==> src/rtl/vr_pkg.sv <==
package vr_pkg;
  localparam int TYPE_W = 8;
  typedef logic [TYPE_W-1:0] mtype_t;

  typedef enum logic {
    OP_ENC = 1'b0,
    OP_DEC = 1'b1
  } op_e;

  localparam mtype_t MT_UC = 8'd0;
  localparam mtype_t MT_WC = 8'd1;
  localparam mtype_t MT_WT = 8'd4;
  localparam mtype_t MT_WP = 8'd5;
  localparam mtype_t MT_WB = 8'd6;

  function automatic logic mtype_ok(input mtype_t t);
    return (t == MT_UC) || (t == MT_WC) || (t == MT_WT) ||
           (t == MT_WP) || (t == MT_WB);
  endfunction

  function automatic logic mtype_writable(input mtype_t t);
    return (t == MT_WC) || (t == MT_WB);
  endfunction
endpackage

==> src/rtl/vr_align_chk.sv <==
// Natural-alignment test: strip the common run of (base bit 0, last bit 1)
// from the bottom and require the remaining upper parts to match.
module vr_align_chk #(
  parameter int PW = 28
) (
  input  logic [PW-1:0] base,
  input  logic [PW:0]   size,
  output logic          ok
);
  logic [PW:0] b_ext;
  logic [PW:0] last;
  logic [PW:0] run;     // run[i]: every bit below i is part of the stripped run
  logic [PW:0] bit_ok;

  assign b_ext  = {1'b0, base};
  assign last   = b_ext + size - {{PW{1'b0}}, 1'b1};
  assign run[0] = 1'b1;

  generate
    for (genvar i = 0; i <= PW; i++) begin : g_bit
      logic strip;
      assign strip     = run[i] & ~b_ext[i] & last[i];
      assign bit_ok[i] = strip | (b_ext[i] == last[i]);
      if (i < PW) begin : g_chain
        assign run[i+1] = strip;
      end
    end
  endgenerate

  assign ok = &bit_ok;
endmodule

==> src/rtl/vr_encode.sv <==
module vr_encode
  import vr_pkg::*;
#(
  parameter int          PW       = 28,
  parameter int          OFS      = 12,
  parameter int          LEG_BITS = 10,
  parameter logic [PW-1:0] WIN_LO = 28'h0070000,
  parameter logic [PW-1:0] WIN_HI = 28'h007003F,
  localparam int         WW       = PW + OFS,
  localparam int         VB       = OFS - 1
) (
  input  logic [PW-1:0] page,
  input  logic [PW:0]   size,
  input  mtype_t        mtype,
  input  logic          legacy,
  output logic [WW-1:0] base_word,
  output logic [WW-1:0] mask_word,
  output logic          err
);
  logic          aligned;
  logic          is_zero;
  logic          too_big;
  logic          bad_type;
  logic          bad_leg_align;
  logic          bad_window;
  logic          fault;
  logic [PW:0]   end_pg;
  logic [PW-1:0] neg_size;

  vr_align_chk #(.PW(PW)) u_align (
    .base (page),
    .size (size),
    .ok   (aligned)
  );

  assign is_zero       = (size == '0);
  assign too_big       = size[PW] & (|size[PW-1:0]);
  assign bad_type      = !mtype_ok(mtype);
  assign bad_leg_align = legacy & (|page[LEG_BITS-1:0]);
  assign end_pg        = {1'b0, page} + size;
  assign bad_window    = legacy & mtype_writable(mtype) &
                         !((end_pg < {1'b0, WIN_LO}) || (page > WIN_HI));
  assign fault         = too_big | !aligned | bad_type | bad_leg_align | bad_window;
  assign neg_size      = ~size[PW-1:0] + {{(PW-1){1'b0}}, 1'b1};

  always_comb begin
    base_word = '0;
    mask_word = '0;
    err       = 1'b0;
    if (!is_zero) begin
      if (fault) begin
        err = 1'b1;
      end else begin
        base_word = {page, {(OFS-TYPE_W){1'b0}}, mtype};
        mask_word = {neg_size, 1'b1, {VB{1'b0}}};
      end
    end
  end

  always_comb begin
    if (!err && !is_zero) begin

      enc_mask_sum_chk: assert ((mask_word[WW-1:OFS] + size[PW-1:0]) == '0);

      enc_pow2_chk: assert (($countones(size) == 1) &&
                            (({1'b0, page} & (size - 1'b1)) == '0));

      enc_leg_align_chk: assert (!legacy || (page % (1 << LEG_BITS)) == 0);
    end
  end
endmodule

==> src/rtl/vr_decode.sv <==
module vr_decode
  import vr_pkg::*;
#(
  parameter int  PW  = 28,
  parameter int  OFS = 12,
  localparam int WW  = PW + OFS,
  localparam int VB  = OFS - 1
) (
  input  logic [WW-1:0] base_word,
  input  logic [WW-1:0] mask_word,
  output logic [PW-1:0] page,
  output logic [PW:0]   size,
  output mtype_t        mtype,
  output logic          fixed
);
  logic [PW-1:0] m;
  logic [PW:0]   any_up;   // any_up[i]: some bit of m at or above i is set
  logic [PW-1:0] repaired;
  logic          in_use;
  logic          unused_low;

  assign m          = mask_word[WW-1:OFS];
  assign in_use     = mask_word[VB];
  assign unused_low = ^{mask_word[VB-1:0], base_word[OFS-1:TYPE_W]};
  assign any_up[PW] = 1'b0;

  generate
    for (genvar i = PW - 1; i >= 0; i--) begin : g_up
      assign any_up[i] = any_up[i+1] | m[i];
    end
  endgenerate

  assign repaired = (m == '0) ? m : (m | ~any_up[PW-1:0]);

  always_comb begin
    page  = '0;
    size  = '0;
    mtype = '0;
    fixed = 1'b0;
    if (in_use) begin
      page  = base_word[WW-1:OFS];
      mtype = base_word[TYPE_W-1:0];
      fixed = (repaired != m);
      size  = {1'b1, {PW{1'b0}}} - {1'b0, repaired};
    end
  end

  always_comb begin
    if (in_use && m != '0) begin

      dec_top_set_chk: assert (size <= {2'b01, {(PW-1){1'b0}}});
    end
    if (fixed) begin

      dec_fix_cause_chk: assert (!m[PW-1]);
    end
  end
endmodule

==> src/rtl/vr_range_codec.sv <==
module vr_range_codec
  import vr_pkg::*;
#(
  parameter int            PAGE_W   = 28,
  parameter int            OFS      = 12,
  parameter int            LEG_BITS = 10,
  parameter logic [27:0]   WIN_LO   = 28'h0070000,
  parameter logic [27:0]   WIN_HI   = 28'h007003F,
  localparam int           WW       = PAGE_W + OFS
) (
  input  logic              clk,
  input  logic              rst_n,
  input  logic              req_valid,
  output logic              req_ready,
  input  logic              req_op,
  input  logic [PAGE_W-1:0] req_page,
  input  logic [PAGE_W:0]   req_size,
  input  logic [7:0]        req_type,
  input  logic [WW-1:0]     req_base_word,
  input  logic [WW-1:0]     req_mask_word,
  input  logic              req_legacy,
  output logic              rsp_valid,
  input  logic              rsp_ready,
  output logic [WW-1:0]     rsp_base_word,
  output logic [WW-1:0]     rsp_mask_word,
  output logic [PAGE_W-1:0] rsp_page,
  output logic [PAGE_W:0]   rsp_size,
  output logic [7:0]        rsp_type,
  output logic              rsp_err,
  output logic              rsp_fixed
);
  op_e           op;
  logic          accept;
  logic [WW-1:0] enc_base, enc_mask;
  logic          enc_err;
  logic [PAGE_W-1:0] dec_page;
  logic [PAGE_W:0]   dec_size;
  mtype_t        dec_type;
  logic          dec_fixed;

  assign op        = op_e'(req_op);
  assign req_ready = !rsp_valid || rsp_ready;
  assign accept    = req_valid && req_ready;

  vr_encode #(
    .PW(PAGE_W), .OFS(OFS), .LEG_BITS(LEG_BITS),
    .WIN_LO(WIN_LO[PAGE_W-1:0]), .WIN_HI(WIN_HI[PAGE_W-1:0])
  ) u_enc (
    .page      (req_page),
    .size      (req_size),
    .mtype     (req_type),
    .legacy    (req_legacy),
    .base_word (enc_base),
    .mask_word (enc_mask),
    .err       (enc_err)
  );

  vr_decode #(.PW(PAGE_W), .OFS(OFS)) u_dec (
    .base_word (req_base_word),
    .mask_word (req_mask_word),
    .page      (dec_page),
    .size      (dec_size),
    .mtype     (dec_type),
    .fixed     (dec_fixed)
  );

  always_ff @(posedge clk) begin
    if (!rst_n) begin
      rsp_valid     <= 1'b0;
      rsp_base_word <= '0;
      rsp_mask_word <= '0;
      rsp_page      <= '0;
      rsp_size      <= '0;
      rsp_type      <= '0;
      rsp_err       <= 1'b0;
      rsp_fixed     <= 1'b0;
    end else if (accept) begin
      rsp_valid <= 1'b1;
      if (op == OP_ENC) begin
        rsp_base_word <= enc_base;
        rsp_mask_word <= enc_mask;
        rsp_page      <= '0;
        rsp_size      <= '0;
        rsp_type      <= '0;
        rsp_err       <= enc_err;
        rsp_fixed     <= 1'b0;
      end else begin
        rsp_base_word <= '0;
        rsp_mask_word <= '0;
        rsp_page      <= dec_page;
        rsp_size      <= dec_size;
        rsp_type      <= dec_type;
        rsp_err       <= 1'b0;
        rsp_fixed     <= dec_fixed;
      end
    end else if (rsp_ready) begin
      rsp_valid <= 1'b0;
    end
  end


  accept_to_rsp_chk: assert property (@(posedge clk) disable iff (!rst_n)
    req_valid && req_ready |=> rsp_valid);


  drain_chk: assert property (@(posedge clk) disable iff (!rst_n)
    rsp_valid && rsp_ready && !req_valid |=> !rsp_valid);


  hold_under_bp_chk: assert property (@(posedge clk) disable iff (!rst_n)
    rsp_valid && !rsp_ready |=> rsp_valid && $stable(rsp_base_word) &&
      $stable(rsp_mask_word) && $stable(rsp_page) && $stable(rsp_size) &&
      $stable(rsp_type) && $stable(rsp_err) && $stable(rsp_fixed));


  err_words_zero_chk: assert property (@(posedge clk) disable iff (!rst_n)
    rsp_valid && rsp_err |-> rsp_base_word == '0 && rsp_mask_word == '0);


  dec_no_err_chk: assert property (@(posedge clk) disable iff (!rst_n)
    rsp_valid && rsp_fixed |-> !rsp_err && rsp_mask_word == '0);
endmodule

==> config.mk <==
export PLATFORM = sky130hd
export DESIGN_NAME = vr_range_codec
export DESIGN_NICKNAME = d
export VERILOG_FILES = /design/src/rtl/vr_pkg.sv /design/src/rtl/vr_align_chk.sv /design/src/rtl/vr_encode.sv /design/src/rtl/vr_decode.sv /design/src/rtl/vr_range_codec.sv
export SDC_FILE = /design/constraint.sdc
export NUM_CORES = 1
export LEC_CHECK = 0
export ABC_AREA = 1
export BUFFER_PORTS_ARGS = -buffer_cell sky130_fd_sc_hd__buf_2
export CORE_MARGIN = 2
export CORE_UTILIZATION = 30
export CTS_BUF_LIST = sky130_fd_sc_hd__clkbuf_4
export CTS_CLUSTER_SIZE = 25
export DETAILED_ROUTE_END_ITERATION = 8
export PLACE_DENSITY_LB_ADDON = 0.25
export SYNTH_ARGS = -nofsm -noshare
export SYNTH_HDL_FRONTEND = slang
export SYNTH_HIERARCHICAL = 1
export SYNTH_SLANG_ARGS = --single-unit
==> constraint.sdc <==
create_clock -name clk -period 4.1 [get_ports clk]
set_input_delay 0 -clock clk [delete_from_list [all_inputs] [get_ports clk]]
set_output_delay 0 -clock clk [all_outputs]
set_load 0.02 [all_outputs]
==> results.md <==
Global routing:
- Global routing used 21.0% of the available tracks.
- Entering global routing, the biggest net connects ~150 pins.
- After global routing the overflow that remains totals 0.
- The first-pass GRT wire length is ~83,000 um.
- The initial antenna violation count came to 6.
- The via count of the first global-routing pass was around 16,000.

Floorplan:
- The starting utilization of the core area is 30.4%.
- The die width is roughly 220 um.
- The top-level port count is 300.
- The floorplan step defined a die boundary enclosing 48,800 um2.
- The core region is roughly 46,000 um2.
- The total number of placement rows is 79.
- The die is 221 um tall.

Power:
- Total power for the finished layout comes to 4.68 mW.
- In this run the static leakage power is 10.7 nW.
- The power density over the cells is 244 nW/um2.
- Across the VDD grid, the largest voltage drop is 204 uV.

Run:
- The number of maximum-capacitance violations is 0.

Yosys:
- The synthesized netlist devotes 2.23% of its cell area to XOR and XNOR gates.
- In the post-synthesis netlist, the biggest area contributors are dfxtp_1 (21%), nand2_1 (20%), nor2_1 (13%).
- By count the netlist is led by nand2_1 (750), nor2_1 (491), inv_1 (368).
- dfxtp_1 takes more of the synthesized area than any other cell.
- The compound-gate portion of the synthesized area is 5.25%.
- The number of standard cells after synthesis is 2,503.
- The average cell area after synthesis is 5.64 um2.
- The dominant synthesized flop cell is dfxtp_1.
- The count of flip-flops with a built-in enable after synthesis is 0.
- The synthesized netlist contains 54 unique library cells.
- After synthesis, the largest family of logic cells by area is simple AND/OR/NAND/NOR gates.
- The proportion of register bits with asynchronous set or reset after synthesis is 0%.
- For this run, the number of Yosys warnings is 6.
- The post-synthesis instance area is 14,100 um2.
- Summing the areas of all fa, ha and maj instances in the mapped netlist gives around 7.4% of the synthesized area.
- The most repeated cell in the gate-level netlist after synthesis is nand2_1.
- Summing the areas of all and, or, nand and nor instances in the mapped netlist gives 49.6% of the synthesized area.
- Measured against the total synthesized area, the mux share comes to 0%.
- The area share of the largest cell type after synthesis is 21.0%.
- The post-synthesis sequential area ratio is 21.0%.
- Counting flops and latches in the post-synthesis netlist gives 148.

Place:
- The congestion estimate from routability-driven global placement came to 0.897.
- The number of placed instances, taps included is 3,357.
- The final HPWL from detailed placement is about 38,000 um.
- Before CTS, the worst setup slack after placement is -0.00345 ns.
- The post-placement cell area is about 16,000 um2.
- The count of input and output buffers is 284.

Critical path:
- The critical path goes through dlygate4sd3_1 -> buf_2 -> inv_1 -> nand2_1 -> nor2_2 -> nand2_2 -> nor2_2 -> nand4_1 -> nand4_2 -> nand2_1 -> dlygate4sd3_1 -> nand2_1 -> dlygate4sd3_1 -> nor2_1 -> dlygate4sd3_1 -> nand2_1 -> nand3_1 -> dlygate4sd3_1 -> nand2_1 -> nor2_1.
- The critical path start-end classification is input port to flop.
- The launching point of the worst reg2reg path is rsp_valid.
- The signal arrival time at the worst endpoint is 4.59 ns.
- The worst register-to-register path ends at rsp_page[21].
- STA classifies the critical path endpoint as a flop.
- For flop-to-flop paths, the worst setup slack is 1.49 ns.
- The stage delay of the slowest cell on the critical path is 0.60 ns.
- The required time at the endpoint of the critical path is roughly 4.7 ns.
- The slowest cell on the critical path is dlygate4sd3_1.
- The biggest fanout along the worst timing path is 5.
- The path depth of the worst reg2reg path is 6.
- The startpoint kind of the worst setup timing path is an input port.

Layout:
- The layout-stage area growth over the synthesis result is 36.2%.
- The net count of the finished layout is 3,256.
- The finished layout holds 3,648 standard cells, fillers aside.
- The final cell area excluding filler cells is 19,200 um2.
- The core utilization of the finished layout is between 40% and 50%.
- The fraction of layout cells with a size suffix above 1 is 17.5%.

Drt:
- The via density per instance is 4.62.
- Once detail routing completed, the nets flagged for antenna violations numbered 0.
- The starting DRC count in detailed routing is about 1,000.
- The first-pass iteration count of the detailed router is 7.
- The total wire length after detailed routing is 52,400 um.
- The number of design rule violations left after detail routing is 0.
- The number of vias in the routed layout is 16,856.
- The final routed wire length divided by cell count is 14.4 um.

Clock network:
- Clock tree synthesis found a total of 148 sinks.
- TritonCTS built the clock tree.
- The root buffer cell is clkbuf_4.
- At the later pin of the worst-skew pair, clock insertion delay measures 0.70 ns.
- The H-tree was split into 4 levels.
- After clock tree synthesis, the clock-pin slew on the worst setup and hold paths is 0.14 ns.
- The CTS buffer count is 17.
- The maximum number of buffers from clock root to sink is 2.

STA:
- Setup total negative slack on the finished layout was measured at 0 ns.
- The worst path meets setup with 0.0932 ns of slack.
- Clock skew on the completed layout was measured at 0.0274 ns.
- The total count of max-transition violations in the final report is 0.
- The transition at the pin with the smallest max-transition slack is approximately 0.85 ns.
- The relative slew slack is roughly 43%.
- The final number of hold-violating endpoints was 0.
- The count of endpoints failing setup in the final report is 0.
- For this run, the top clock speed supported by timing is 250 MHz.
- The worst path uses between 90% and 100% of the clock period.
- After layout, the minimum clock period comes to around 4.0 ns.
- The hold slack is about 0.12 ns.

Run status:
- The run finished with clean final reports.

Min path:
- The number of instances on the worst hold path is 10.
- The min-delay analysis places its worst path in the category input port to flop.
- For hold timing, the worst endpoint is rsp_mask_word[15].
- The startpoint identified for the worst hold timing path is req_size[1].
==> metal layers <==
metal	up-vias	global-route usage [%]	wire, um
met5	-	0	9
met4	2	9.22	2210
met3	120	3.98	2540
met2	484	32.5	22900
met1	7592	28.3	24700
li1	8658	-	-
==> cell usage in the layout, fill, tap and decap left out, types with 4 or more instances in the layout <==
cell and count:
a21o_1 5, a21oi_1 58, a21oi_2 6, and2_1 4, buf_2 280, buf_4 60
clkbuf_4 18, conb_1 20, dfxtp_1 148, diode_2 6, dlygate4sd3_1 247, ha_1 75
ha_4 4, inv_1 365, inv_2 14, inv_6 4, nand2_1 744, nand2_2 28
nand2_4 8, nand3_1 216, nand3_2 18, nand3b_1 11, nand4_1 20, nor2_1 489
nor2_2 38, nor3_1 9, nor3_2 5, nor4_1 5, o21ai_0 29, o21ai_1 5
o21ai_2 5, o21bai_1 6, xnor2_1 13, xor2_1 21
==> logic make-up (layout without fill, tap and decap cells) <==
kind of cell,Yosys count,count (layout)
AOI/OAI and AO/OA,127,127
and+or+nand+nor,1615,1615
adders and majority gates,83,83
other,1,26
buffers and inverters,494,1007
DFF,148,148
xor gates and xnor gates,35,35
==> final cells by class <==
cell class	count	area [um2]
clock buffer	18	135
antenna	6	15.0
sequential	148	2960
multi-input combinational	1880	9320
timing repair buffer	594	4450
clock inverter	14	150
fill	5028	27200
tap	607	759
inverter	381	1430
==> where the power goes <==
group,internal [mW],leakage (nW),switching (mW)
Sequential,1.53,1.22,0.0511
Combinational,0.824,9.29,1.27
Clock,0.376,0.157,0.627
==> sequential cells by signal, indices dropped and copies added (netlist names) <==
register       cells
rsp_valid          1
rsp_base_word     40
rsp_fixed          1
rsp_page          28
rsp_err            1
rsp_size          29
rsp_type           8
rsp_mask_word     40
==> worst max-delay path by stage <==
stage / from / endpoint / slack (ns) / depth (start not counted)
floorplan: req_page[1] / rsp_mask_word[39] / 0.75 / 34
global placement: req_size[1] / rsp_base_word[22] / 0.09 / 34
detailed placement: req_size[12] / rsp_mask_word[26] / -0.003 / 30
CTS: req_page[23] / rsp_base_word[34] / 0.008 / 26
global route: req_page[20] / rsp_base_word[29] / -0.03 / 31
finish: req_mask_word[39] / rsp_size[11] / 0.09 / 20
==> repair_timing <==
action | 4_1_cts | 5_1_grt
setup endpoints to repair | 0 | 57
resized for setup | 0 | 37
buffers inserted | 0 | 5
hold buffers | 249 | 0
endpoints found under the hold margin | 148 | 0
==> critical path, delay by kind of cell <==
kind                   cells  cell delay (ns)
buffers and inverters      7             3.09
AND/OR/NAND/NOR           13             1.51
No activity file was read; power rests on OpenSTA's default activity.
